[config.mk]
export PLATFORM = sky130hd
export DESIGN_NAME = term_watch
export DESIGN_NICKNAME = d
export VERILOG_FILES = /design/src/rtl/term_watch_pkg.sv /design/src/rtl/term_decode.sv /design/src/rtl/halt_latch.sv /design/src/rtl/reveal_timer.sv /design/src/rtl/term_watch.sv
export SDC_FILE = /design/constraint.sdc
export NUM_CORES = 1
export LEC_CHECK = 0
export BUFFER_PORTS_ARGS = -buffer_cell sky130_fd_sc_hd__buf_4
export CAP_MARGIN = 30
export CORE_ASPECT_RATIO = 1.2
export CORE_MARGIN = 4
export CORE_UTILIZATION = 30
export CTS_CLUSTER_DIAMETER = 100
export CTS_CLUSTER_SIZE = 8
export DETAILED_ROUTE_END_ITERATION = 10
export PLACE_DENSITY = 0.88
export SETUP_SLACK_MARGIN = 0.4
export SLEW_MARGIN = 20
export SYNTH_ARGS = -nofsm -noshare
export SYNTH_HDL_FRONTEND = slang
export SYNTH_SLANG_ARGS = --single-unit
[constraint.sdc]
create_clock -name clk -period 2.5 [get_ports clk]
set_input_delay 0.5 -clock clk [delete_from_list [all_inputs] [get_ports clk]]
set_output_delay 0.5 -clock clk [all_outputs]
set_load 0.02 [all_outputs]
[src/rtl/term_watch_pkg.sv]
// Shared field layout and idiom constants for the end-of-program detector.
// Assumes a fixed 32-bit three-register instruction format.
package term_watch_pkg;

    localparam int INSTR_W = 32;

    typedef struct packed {
        logic [5:0] opcode;
        logic [4:0] rs;
        logic [4:0] rt;
        logic [4:0] rd;
        logic [4:0] shamt;
        logic [5:0] funct;
    } ins_fields_t;

    localparam logic [5:0]  OPC_SPECIAL = 6'h00;
    localparam logic [5:0]  OPC_BREQ    = 6'h04;
    localparam logic [5:0]  FN_JUMPREG  = 6'h08;
    localparam logic [4:0]  REG_ZERO    = 5'd0;
    localparam logic [4:0]  REG_LINK    = 5'd31;
    localparam logic [15:0] OFS_SELF    = 16'hFFFF;

endpackage

[src/rtl/term_decode.sv]
// Combinational matcher for the two end-of-program idioms.
// Assumes instr_i is the word executing this cycle and link_i is register 31.
module term_decode
    import term_watch_pkg::*;
#(
    parameter int DATA_W = 32
) (
    input  logic [INSTR_W-1:0] instr_i,
    input  logic [DATA_W-1:0]  link_i,
    output logic               hit_o
);

    ins_fields_t f;
    logic        self_branch;
    logic        link_jump;

    // Split the word into fields and test both idioms.
    always_comb begin
        f           = ins_fields_t'(instr_i);
        self_branch = (f.opcode == OPC_BREQ) && (f.rs == REG_ZERO) &&
                      (f.rt == REG_ZERO) && ({f.rd, f.shamt, f.funct} == OFS_SELF);
        link_jump   = (f.opcode == OPC_SPECIAL) && (f.rs == REG_LINK) &&
                      (f.rt == REG_ZERO) && (f.rd == REG_ZERO) &&
                      (f.shamt == 5'd0) && (f.funct == FN_JUMPREG) &&
                      (link_i == '0);
        hit_o       = self_branch || link_jump;
    end

endmodule

[src/rtl/halt_latch.sv]
// Sticky halt flag: set by a qualified hit, cleared by reset or clear.
// Assumes clr_i and set_i are not raised together by the user.
module halt_latch (
    input  logic clk,
    input  logic rst_n,
    input  logic clr_i,
    input  logic set_i,
    output logic halted_o
);

    // Hold the flag once set, clear has priority.
    always_ff @(posedge clk) begin
        if (!rst_n || clr_i) halted_o <= 1'b0;
        else if (set_i)      halted_o <= 1'b1;
    end

    p_sticky_r6: assert property (@(posedge clk) disable iff (!rst_n)
        (halted_o && !clr_i) |=> halted_o);

endmodule

[src/rtl/reveal_timer.sv]
// Step counter modulo PERIOD; flags the step that completes a period.
// Assumes adv_i is high for exactly one cycle per executed instruction.
module reveal_timer #(
    parameter int PERIOD = 8
) (
    input  logic clk,
    input  logic rst_n,
    input  logic clr_i,
    input  logic adv_i,
    output logic wrap_o
);

    localparam int                 CNT_W = (PERIOD > 1) ? $clog2(PERIOD) : 1;
    localparam logic [CNT_W-1:0]   LAST  = CNT_W'(PERIOD - 1);

    logic [CNT_W-1:0] cnt_q;

    // Current step completes a period.
    assign wrap_o = adv_i && (cnt_q == LAST);

    // Advance on each step, wrap at the period end.
    always_ff @(posedge clk) begin
        if (!rst_n || clr_i) cnt_q <= '0;
        else if (wrap_o)     cnt_q <= '0;
        else if (adv_i)      cnt_q <= cnt_q + 1'b1;
    end

    p_cnt_range_r7: assert property (@(posedge clk) disable iff (!rst_n)
        cnt_q <= LAST);
    p_idle_hold_r10: assert property (@(posedge clk) disable iff (!rst_n)
        (!adv_i && !clr_i) |=> $stable(cnt_q));

endmodule

[src/rtl/term_watch.sv]
// End-of-program detector with immediate write gating and publication
// every REVEAL_PERIOD steps. Assumes start_i never coincides with step_i.
module term_watch
    import term_watch_pkg::*;
#(
    parameter int DATA_W        = 32,
    parameter int REVEAL_PERIOD = 8
) (
    input  logic               clk,
    input  logic               rst_n,
    input  logic               start_i,
    input  logic               step_i,
    input  logic [INSTR_W-1:0] instr_i,
    input  logic [DATA_W-1:0]  link_val_i,
    output logic               wr_gate_o,
    output logic               reveal_o,
    output logic               done_o
);

    logic idiom_hit;
    logic hit_now;
    logic halted_q;
    logic wrap_now;

    term_decode #(.DATA_W(DATA_W)) u_decode (
        .instr_i (instr_i),
        .link_i  (link_val_i),
        .hit_o   (idiom_hit)
    );

    assign hit_now = step_i && idiom_hit;

    halt_latch u_halt (
        .clk      (clk),
        .rst_n    (rst_n),
        .clr_i    (start_i),
        .set_i    (hit_now),
        .halted_o (halted_q)
    );

    reveal_timer #(.PERIOD(REVEAL_PERIOD)) u_timer (
        .clk    (clk),
        .rst_n  (rst_n),
        .clr_i  (start_i),
        .adv_i  (step_i),
        .wrap_o (wrap_now)
    );

    // Block writes from the ending instruction onward.
    assign wr_gate_o = !(halted_q || hit_now);

    // Publish strobe and sticky done flag, updated at each wrap.
    always_ff @(posedge clk) begin
        if (!rst_n || start_i) begin
            reveal_o <= 1'b0;
            done_o   <= 1'b0;
        end else begin
            reveal_o <= wrap_now;
            if (wrap_now) done_o <= done_o || halted_q || hit_now;
        end
    end

    p_gate_closed_r2: assert property (@(posedge clk) disable iff (!rst_n)
        halted_q |-> !wr_gate_o);
    p_reveal_follows_step_r7: assert property (@(posedge clk) disable iff (!rst_n)
        reveal_o |-> $past(step_i));
    p_done_on_reveal_r8: assert property (@(posedge clk) disable iff (!rst_n)
        $rose(done_o) |-> reveal_o);
    p_done_sticky_r8: assert property (@(posedge clk) disable iff (!rst_n)
        (done_o && !start_i) |=> done_o);
    p_done_implies_halt_r8: assert property (@(posedge clk) disable iff (!rst_n)
        done_o |-> halted_q);

endmodule

==> impl_results.md, run 1 <==
* H-tree depth at 1
* DR vias at 835
* Period utilization at 96.2%
* Clock skew at 0.00181 ns
* Number of max-cap violations at 0
* Reg2Reg Setup Slack at 1.16 ns
* Number of fill cells in the layout at 115
* Total Routed Length at 2.36 mm
* Synth unique cells at 25
* Crit path required time at 2.00 ns
* Number of synthesized register bits at 6
* Average cell area after synthesis at 8.59 um^2
* HP Start: u_timer.cnt_q[2]$_SDFFE_PP0P_
* Syn. warnings at 0
* N_diodes at 0
* Netlist Area Pre-Place at 515 um^2
* Pin count of the biggest net entering global routing at 8
* FFs w/ async S/R, synth at 0%
* RSZ-0062 raised after global routing: yes
* Clock root cell: clkbuf_4
* Die X at 45.8 um
* Sequential area share after synthesis at 23.3%
* Critical Path Start Type: primary input
* Overall power at 0.317 mW
* Post-synth top area share at 23.3%
* LEAKAGE at 0.526 nW
* CP arrival at 1.90 ns
* Area Overhead vs Synth at 139%
* Global route total overflow at 0
* Cell taking the most area after synthesis: dfxtp_1
* Cells after Synth at 60
* Fin. Hold Viols at 0
* Total Routing Usage GR at 19.5%
* Syn_nets at 130
* Vias in the first global route at 897
* Max Slew Vio Count at 0
* Worst Hold Class: reg -> reg
* Routed len/inst at 15.5 um
* Setup Fix Bufs, Post-CTS at 0
* WS Path Type: in -> out
* Worst skew pair latency at 0.25 ns
* Initial antenna violation count at 0
* Share of cells above drive strength 1 at 66.4%
* Initial Util at 31.8%
* Fin crit period at 2.40 ns
* Pwr dens at 257 mW/mm^2
* Setup TNS at 0 ns
* Final number of setup-violating endpoints at 0
* Worst path slowest cell: or4_4
* Core area at 0.00162 mm^2
* Reg2reg end: done_o$_SDFFE_PP0P_
* Die area at 0.00245 mm^2
* Port Buffers at 70
* Clock Tree Buf Depth at 2
* Reg2reg start: u_timer.cnt_q[0]$_SDFFE_PP0P_
* DR DRC count at 0
* Peak VDD IR at 0.000141 V
* CP max FO at 2
* CTS tree: built
* Detailed Place HPWL at 1.94 mm
* Largest cells by area after synthesis: dfxtp_1 23%, nor4_1 11%, nand4_1 8.5%, ha_1 4.9%, nand3b_1 4.4%
* First-pass GRT wire length at 3.50 mm
* CP Cell Sequence: buf_4, nor4_2, nand4_1, or4_4, a22o_4, buf_6
* Die Y-Extent at 53.4 um
* I/O pin count at 71
* Sink Count at 6
* Predominant post-synthesis flop cell: dfxtp_1
* Worst slew pin tran at 0.447 ns
* Routability cong. at 0.799
* Max incr delay on CP at 0.50 ns
* R2R depth at 5
* EDFF count, synth at 0
* Num CTS Buffers at 3
* Status: complete, no violations
* F_max at 416 MHz
* Nets@finish at 206
* Row cnt at 16
* Pre-antenna DRT Iters at 4
* ANT nets after route at 0
* Max-slew headroom at 69.9%
* Crit end category: output port
* Routed vias/inst at 5.49
* Clock transition at path regs at 0.04 ns
* Worst setup endpoint: wr_gate_o
* Worst setup startpoint: instr_i[11]
* DRT iter0 DRCs at 10
-- cells by family after synthesis --
kind of cell	count (synthesis)	share of synthesized area [%]
compound gates	9	13.4
fa+ha+maj	2	4.85
buf+inv	2	1.46
flops	6	23.3
mux	1	1.94
simple gates	40	55.1
-- through the flow --
step / instance area, um^2 / std cells / hold slack (ns) / utilization, % / worst slack (ns)
after floorplan: 524 / 60 / 0.449 / - / 0.334
after global placement: 1080 / 149 / 0.457 / 66.6 / 0.0401
after detailed placement: 1080 / 149 / 0.471 / 66.6 / 0.0309
after CTS: 1190 / 152 / 0.479 / 73.7 / 0.0984
after global routing: 1230 / 152 / 0.495 / 76.1 / 0.0404
final: 1230 / 152 / 0.473 / 76.1 / 0.0959
-- synthesized netlist by cell type (2+ instances only) --
library cell and instances:
a21oi_1 4, nand2b_1 3, inv_1 2, dfxtp_1 6, nand4_1 7, nand3b_1 3
nor4b_1 2, ha_1 2, nor4_1 9, nor4bb_1 2, nor2_1 6
-- cells in the final DEF (no fill, tap or decap), types with 2 or more instances in the layout --
master,n
nor2_1,6
nor4_2,4
buf_4,65
nor4_4,4
ha_1,2
a21oi_1,4
nor4bb_4,2
nor4_1,3
buf_6,6
clkbuf_4,3
dfxtp_1,6
nand4_1,7
nand2b_1,3
inv_1,2
nand3b_1,3
-- worst min path at each step --
stage / cells after the start / end / slack [ns]
5_1_grt: 2 / u_timer.cnt_q[2]$_SDFFE_PP0P_ / 0.49
4_1_cts: 2 / u_timer.cnt_q[2]$_SDFFE_PP0P_ / 0.48
3_5_place_dp: 2 / u_timer.cnt_q[2]$_SDFFE_PP0P_ / 0.47
3_3_place_gp: 2 / u_timer.cnt_q[2]$_SDFFE_PP0P_ / 0.46
6_report: 2 / u_timer.cnt_q[2]$_SDFFE_PP0P_ / 0.47
2_1_floorplan: 2 / u_timer.cnt_q[1]$_SDFFE_PP0P_ / 0.45
-- critical path, delay by kind of cell --
family                 cells  cell delay, ns
AOI/OAI and AO/OA          1            0.23
and+or+nand+nor            3            0.92
buffers and inverters      2            0.25
-- timing repair --
action / 4_1_cts / 5_1_grt
pin swaps: 9 / 1
hold buffers: 0 / 0
resized for setup: 16 / 5
setup endpoints to repair: 1 / 1
cloned: 0 / 0
-- power breakdown --
group | internal [mW] | switching, mW
clock network | 0.0544 | 0.0371
logic | 0.0852 | 0.0423
registers | 0.0971 | 0.000856
-- cell type report --
cell class / instances / area (um^2) / share of cell area, %
flip-flops and latches: 6 / 120 / 9.74
multi-input cells: 52 / 505 / 41.0
clock buffers: 3 / 22.5 / 1.83
well taps: 18 / 22.5 / 1.83
repair buffers: 71 / 556 / 45.0
inverters: 2 / 7.51 / 0.609
-- state kept, by name, summed over array words and instances (netlist names) --
| signal | count |
|---|---|
| done_o | 1 |
| reveal_o | 1 |
| u_halt.halted_o | 1 |
| u_timer.cnt_q | 3 |
-- per-layer routing --
layer	up-vias	GRT usage, %	wire [um]
li1	400	-	-
met1	381	19.3	765
met2	51	35.8	1290
met3	3	6.12	277
met4	0	8.06	27
met5	-	0	0
(Power assumes the default switching activity.)
==> run 2: changes to the inputs <==
Settings changed: ABC_AREA set to 1, CORE_UTILIZATION 30 to 29, PLACE_DENSITY 0.88 to 0.84.
Clock period 2.5 ns to 2.2 ns, I/O delays scaled along.
==> run 2 against run 1 <==
- non-clock buffer count grew 1
- first-iteration DRC count down 50%
- register-to-register slack worse by 0.04 ns
- die area rose by 15%
- clock power grew 13%
- largest power group unchanged
- highest routed layer unchanged
==> impl_results.md, run 2 <==
* Status: complete, no violations (unchanged)
* DR DRC count at 0 (unchanged)
* Worst setup startpoint: instr_i[13] (was instr_i[11])
* CP Cell Sequence: buf_4, nor2_1, nand2_1, nor2_1, nand2_1, nor2_2, nand2_1, nand2_1, nand2_1, nand2_2, inv_2, buf_6 (was buf_4, nor4_2, nand4_1, or4_4, a22o_4, buf_6)
* Synth top cells by count: 44 x nor2_1, 36 x nand2_1, 12 x inv_1 (was 9 x nor4_1, 7 x nand4_1, 6 x dfxtp_1, 6 x nor2_1, 4 x a21oi_1)
* Clock Tree Buf Depth at 2 (unchanged)
* Global route total overflow at 0 (unchanged)
* H-tree depth at 1 (unchanged)
* Pin count of the biggest net entering global routing at 6 (was 8)
* Worst slack, placed at 0.350 ns (was 0.0309 ns)
* I/O pin count at 71 (unchanged)
* Netlist Area Pre-Place at 586 um^2 (was 515 um^2)
* GRT met2 Usage at 30.8% (was 35.8%)
* RSZ-0062 raised after global routing: yes (unchanged)
* Number of synthesized register bits at 6 (unchanged)
* N_diodes at 0 (unchanged)
* Final core occ at 67.4% (was 76.1%)
* Predominant post-synthesis flop cell: dfxtp_1 (unchanged)
* Total Routing Usage GR at 15.0% (was 19.5%)
* CP arrival at 1.37 ns (was 1.90 ns)
* Most frequent cell after synthesis: nor2_1 (was nor4_1)
* Vias in the first global route at 951 (was 897)
* Syn. warnings at 0 (unchanged)
* Clock skew at 0.00256 ns (was 0.00181 ns)
* Syn_nets at 186 (was 130)
* Detailed Place HPWL at 1.86 mm (was 1.94 mm)
* Busiest layer in global routing: met2 (unchanged)
* Cell taking the most area after synthesis: nor2_1 (was dfxtp_1)
* Routed vias/inst at 4.48 (was 5.49)
* Worst path slowest cell: buf_6 (was or4_4)
* Crit end category: output port (unchanged)
* Most common cell after layout, fill and taps aside: buf_4 (unchanged)
* Overall power at 0.357 mW (was 0.317 mW)
* Number of fill cells in the layout at 183 (was 115)
* Total Routed Length at 2.21 mm (was 2.36 mm)
* CP dominant cell by count: nand2_1
* Largest cells by area after synthesis: nor2_1 28%, nand2_1 23%, dfxtp_1 21%, inv_1 7.7%, ha_1 4.3% (was dfxtp_1 23%, nor4_1 11%, nand4_1 8.5%, ha_1 4.9%, nand3b_1 4.4%)
* Placed cell area at 0.00113 mm^2 (was 0.00108 mm^2)
* Synth unique cells at 15 (was 25)
* R2R depth at 5 (unchanged)
* Share of cells above drive strength 1 at 48.7% (was 66.4%)
* Area Overhead vs Synth at 116% (was 139%)
* Critical Path Start Type: primary input (unchanged)
* Reg2reg start: u_timer.cnt_q[0]$_SDFFE_PP0P_ (unchanged)
* Average cell area after synthesis at 5.05 um^2 (was 8.59 um^2)
* Worst skew pair latency at 0.24 ns (was 0.25 ns)
* Period utilization at 82.4%
* Worst-case hold slack at 0.475 ns (was 0.473 ns)
* Initial antenna violation count at 0 (unchanged)
* Pwr dens at 283 mW/mm^2 (was 257 mW/mm^2)
* Clock transition at path regs at 0.05 ns (was 0.04 ns)
* Bufs and invs on worst path at 3 (was 2)
* CTS tree: built (unchanged)
* Setup TNS at 0 ns (unchanged)
* Final number of setup-violating endpoints at 0 (unchanged)
* CP max FO at 2 (unchanged)
* Row cnt at 17 (was 16)
* Initial Util at 31.3% (was 31.8%)
* Die X at 49.0 um (was 45.8 um)
* Met1 Use GR at 13.3% (was 19.3%)
* Layout Cells excl Fill at 210 (was 152)
* Post-synth top area share at 28.2% (was 23.3%)
* Sequential area share after synthesis at 20.5% (was 23.3%)
* Peak VDD IR at 0.000312 V (was 0.000141 V)
* Setup ws final at 0.388 ns (was 0.0959 ns)
* Met3 Use GR at 4.18% (was 6.12%)
* Most frequent cells in the layout: 58 x buf_4, 35 x nand2_1, 34 x nor2_1 (was 65 x buf_4, 7 x nand4_1, 6 x nor2_1, 6 x dfxtp_1, 6 x buf_6)
* Placed Instances at 205 (was 149)
* Port Buffers at 70 (unchanged)
* # hold bufs at CTS at 0 (unchanged)
* Max-slew headroom at 85.7% (was 69.9%)
* Reg2Reg Setup Slack at 1.12 ns (was 1.16 ns)
* DRT iter0 DRCs at 5 (was 10)
* First-pass GRT wire length at 3.48 mm (was 3.50 mm)
* F_max at 552 MHz
* Routability cong. at 0.669 (was 0.799)
* Design area at 0.00126 mm^2 (was 0.00123 mm^2)
* Core area at 0.00187 mm^2 (was 0.00162 mm^2)
* LEAKAGE at 0.643 nW (was 0.526 nW)
* Die area at 0.00281 mm^2 (was 0.00245 mm^2)
* Pre-antenna DRT Iters at 4 (unchanged)
* CP top delay family: simple AND/OR/NAND/NOR gates (unchanged)
* Fin crit period at 1.81 ns
* Fin. Hold Viols at 0 (unchanged)
* Max reg flops at 3 (unchanged)
* Number of max-cap violations at 0 (unchanged)
* Worst slew pin tran at 0.212 ns (was 0.447 ns)
* FFs w/ async S/R, synth at 0% (unchanged)
* Num CTS Buffers at 3 (unchanged)
* Worst Hold Class: reg -> reg (unchanged)
* Reg2reg end: u_timer.cnt_q[1]$_SDFFE_PP0P_ (was done_o$_SDFFE_PP0P_)
* ANT nets after route at 0 (unchanged)
* Nets@finish at 263 (was 206)
* Crit path depth at 12 (was 6)
* Max Slew Vio Count at 0 (unchanged)
* Routed len/inst at 10.5 um (was 15.5 um)
* Reg with most FFs: u_timer.cnt_q (unchanged)
* Crit path required time at 1.76 ns (was 2.00 ns)
* Die Y-Extent at 57.2 um (was 53.4 um)
* DR vias at 941 (was 835)
* EDFF count, synth at 0 (unchanged)
* Worst setup endpoint: wr_gate_o (unchanged)
* Clock root cell: clkbuf_4 (unchanged)
* Cells after Synth at 116 (was 60)
* WS Path Type: in -> out (unchanged)
* Max incr delay on CP at 0.12 ns (was 0.50 ns)
* Sink Count at 6 (unchanged)
## run 2: cell types whose count changed after synthesis, moves of 2 or more
cell | previous run | this run
a21oi_1 | 4 | 2
inv_1 | 2 | 12
nand2_1 | 1 | 36
nand2b_1 | 3 | 0
nand3_1 | 1 | 3
nand3b_1 | 3 | 0
nand4_1 | 7 | 2
nor2_1 | 6 | 44
nor2_2 | 0 | 2
nor4_1 | 9 | 0
nor4b_1 | 2 | 0
nor4bb_1 | 2 | 0
## run 2: worst min-delay path: cells and delay by family, from the launching register on
family        cells  cell delay [ns]
flops             1             0.31
simple gates      2             0.12
## run 2: what timing repair did
action	4_1_cts	5_1_grt
resized for setup	12	17
endpoints found under the hold margin	0	0
pin swaps	17	12
buffers inserted	1	1
setup endpoints to repair	1	1
## run 2: how the worst min path moves through the flow
stage / cells after the start / end / slack [ns] / startpoint
6_report: 2 / done_o$_SDFFE_PP0P_ / 0.48 / done_o$_SDFFE_PP0P_
5_1_grt: 2 / done_o$_SDFFE_PP0P_ / 0.49 / done_o$_SDFFE_PP0P_
4_1_cts: 2 / done_o$_SDFFE_PP0P_ / 0.48 / done_o$_SDFFE_PP0P_
3_5_place_dp: 2 / done_o$_SDFFE_PP0P_ / 0.46 / done_o$_SDFFE_PP0P_
3_3_place_gp: 2 / done_o$_SDFFE_PP0P_ / 0.44 / done_o$_SDFFE_PP0P_
2_1_floorplan: 2 / u_timer.cnt_q[1]$_SDFFE_PP0P_ / 0.44 / u_timer.cnt_q[1]$_SDFFE_PP0P_
## run 2: routing by layer
layer	share of wire [%]	wire length [um]	vias to the layer above
met5	0	0	-
met1	33	729	401
li1	-	-	500
met4	0.63	14	0
met3	6.7	147	2
met2	60	1320	38
## run 2: logic make-up (layout without fill, tap and decap cells)
| kind of cell | count (synthesis) | after routing | synth area share, % |
|---|---|---|---|
| AND/OR/NAND/NOR | 92 | 92 | 63.7 |
| buffers and inverters | 13 | 88 | 8.33 |
| XOR/XNOR | 1 | 1 | 1.50 |
| AO/OA/AOI/OAI | 2 | 2 | 1.71 |
| adder cells (fa/ha/maj) | 2 | 2 | 4.27 |
| flip-flops | 6 | 6 | 20.5 |
## run 2: power breakdown
group	leakage (nW)	total, mW	internal (mW)	switching, mW
logic	0.581	0.143	0.0987	0.0443
clock network	0.0138	0.103	0.0618	0.0407
registers	0.0485	0.111	0.110	0.000865
## run 2: area by class of cell
type / count / area (um^2) / share of cell area [%]
clock buffer: 3 / 22.5 / 1.78
inverter: 13 / 48.8 / 3.87
multi-input combinational: 97 / 454 / 36.0
sequential: 6 / 120 / 9.51
tap: 19 / 23.8 / 1.88
timing repair buffer: 72 / 593 / 47.0
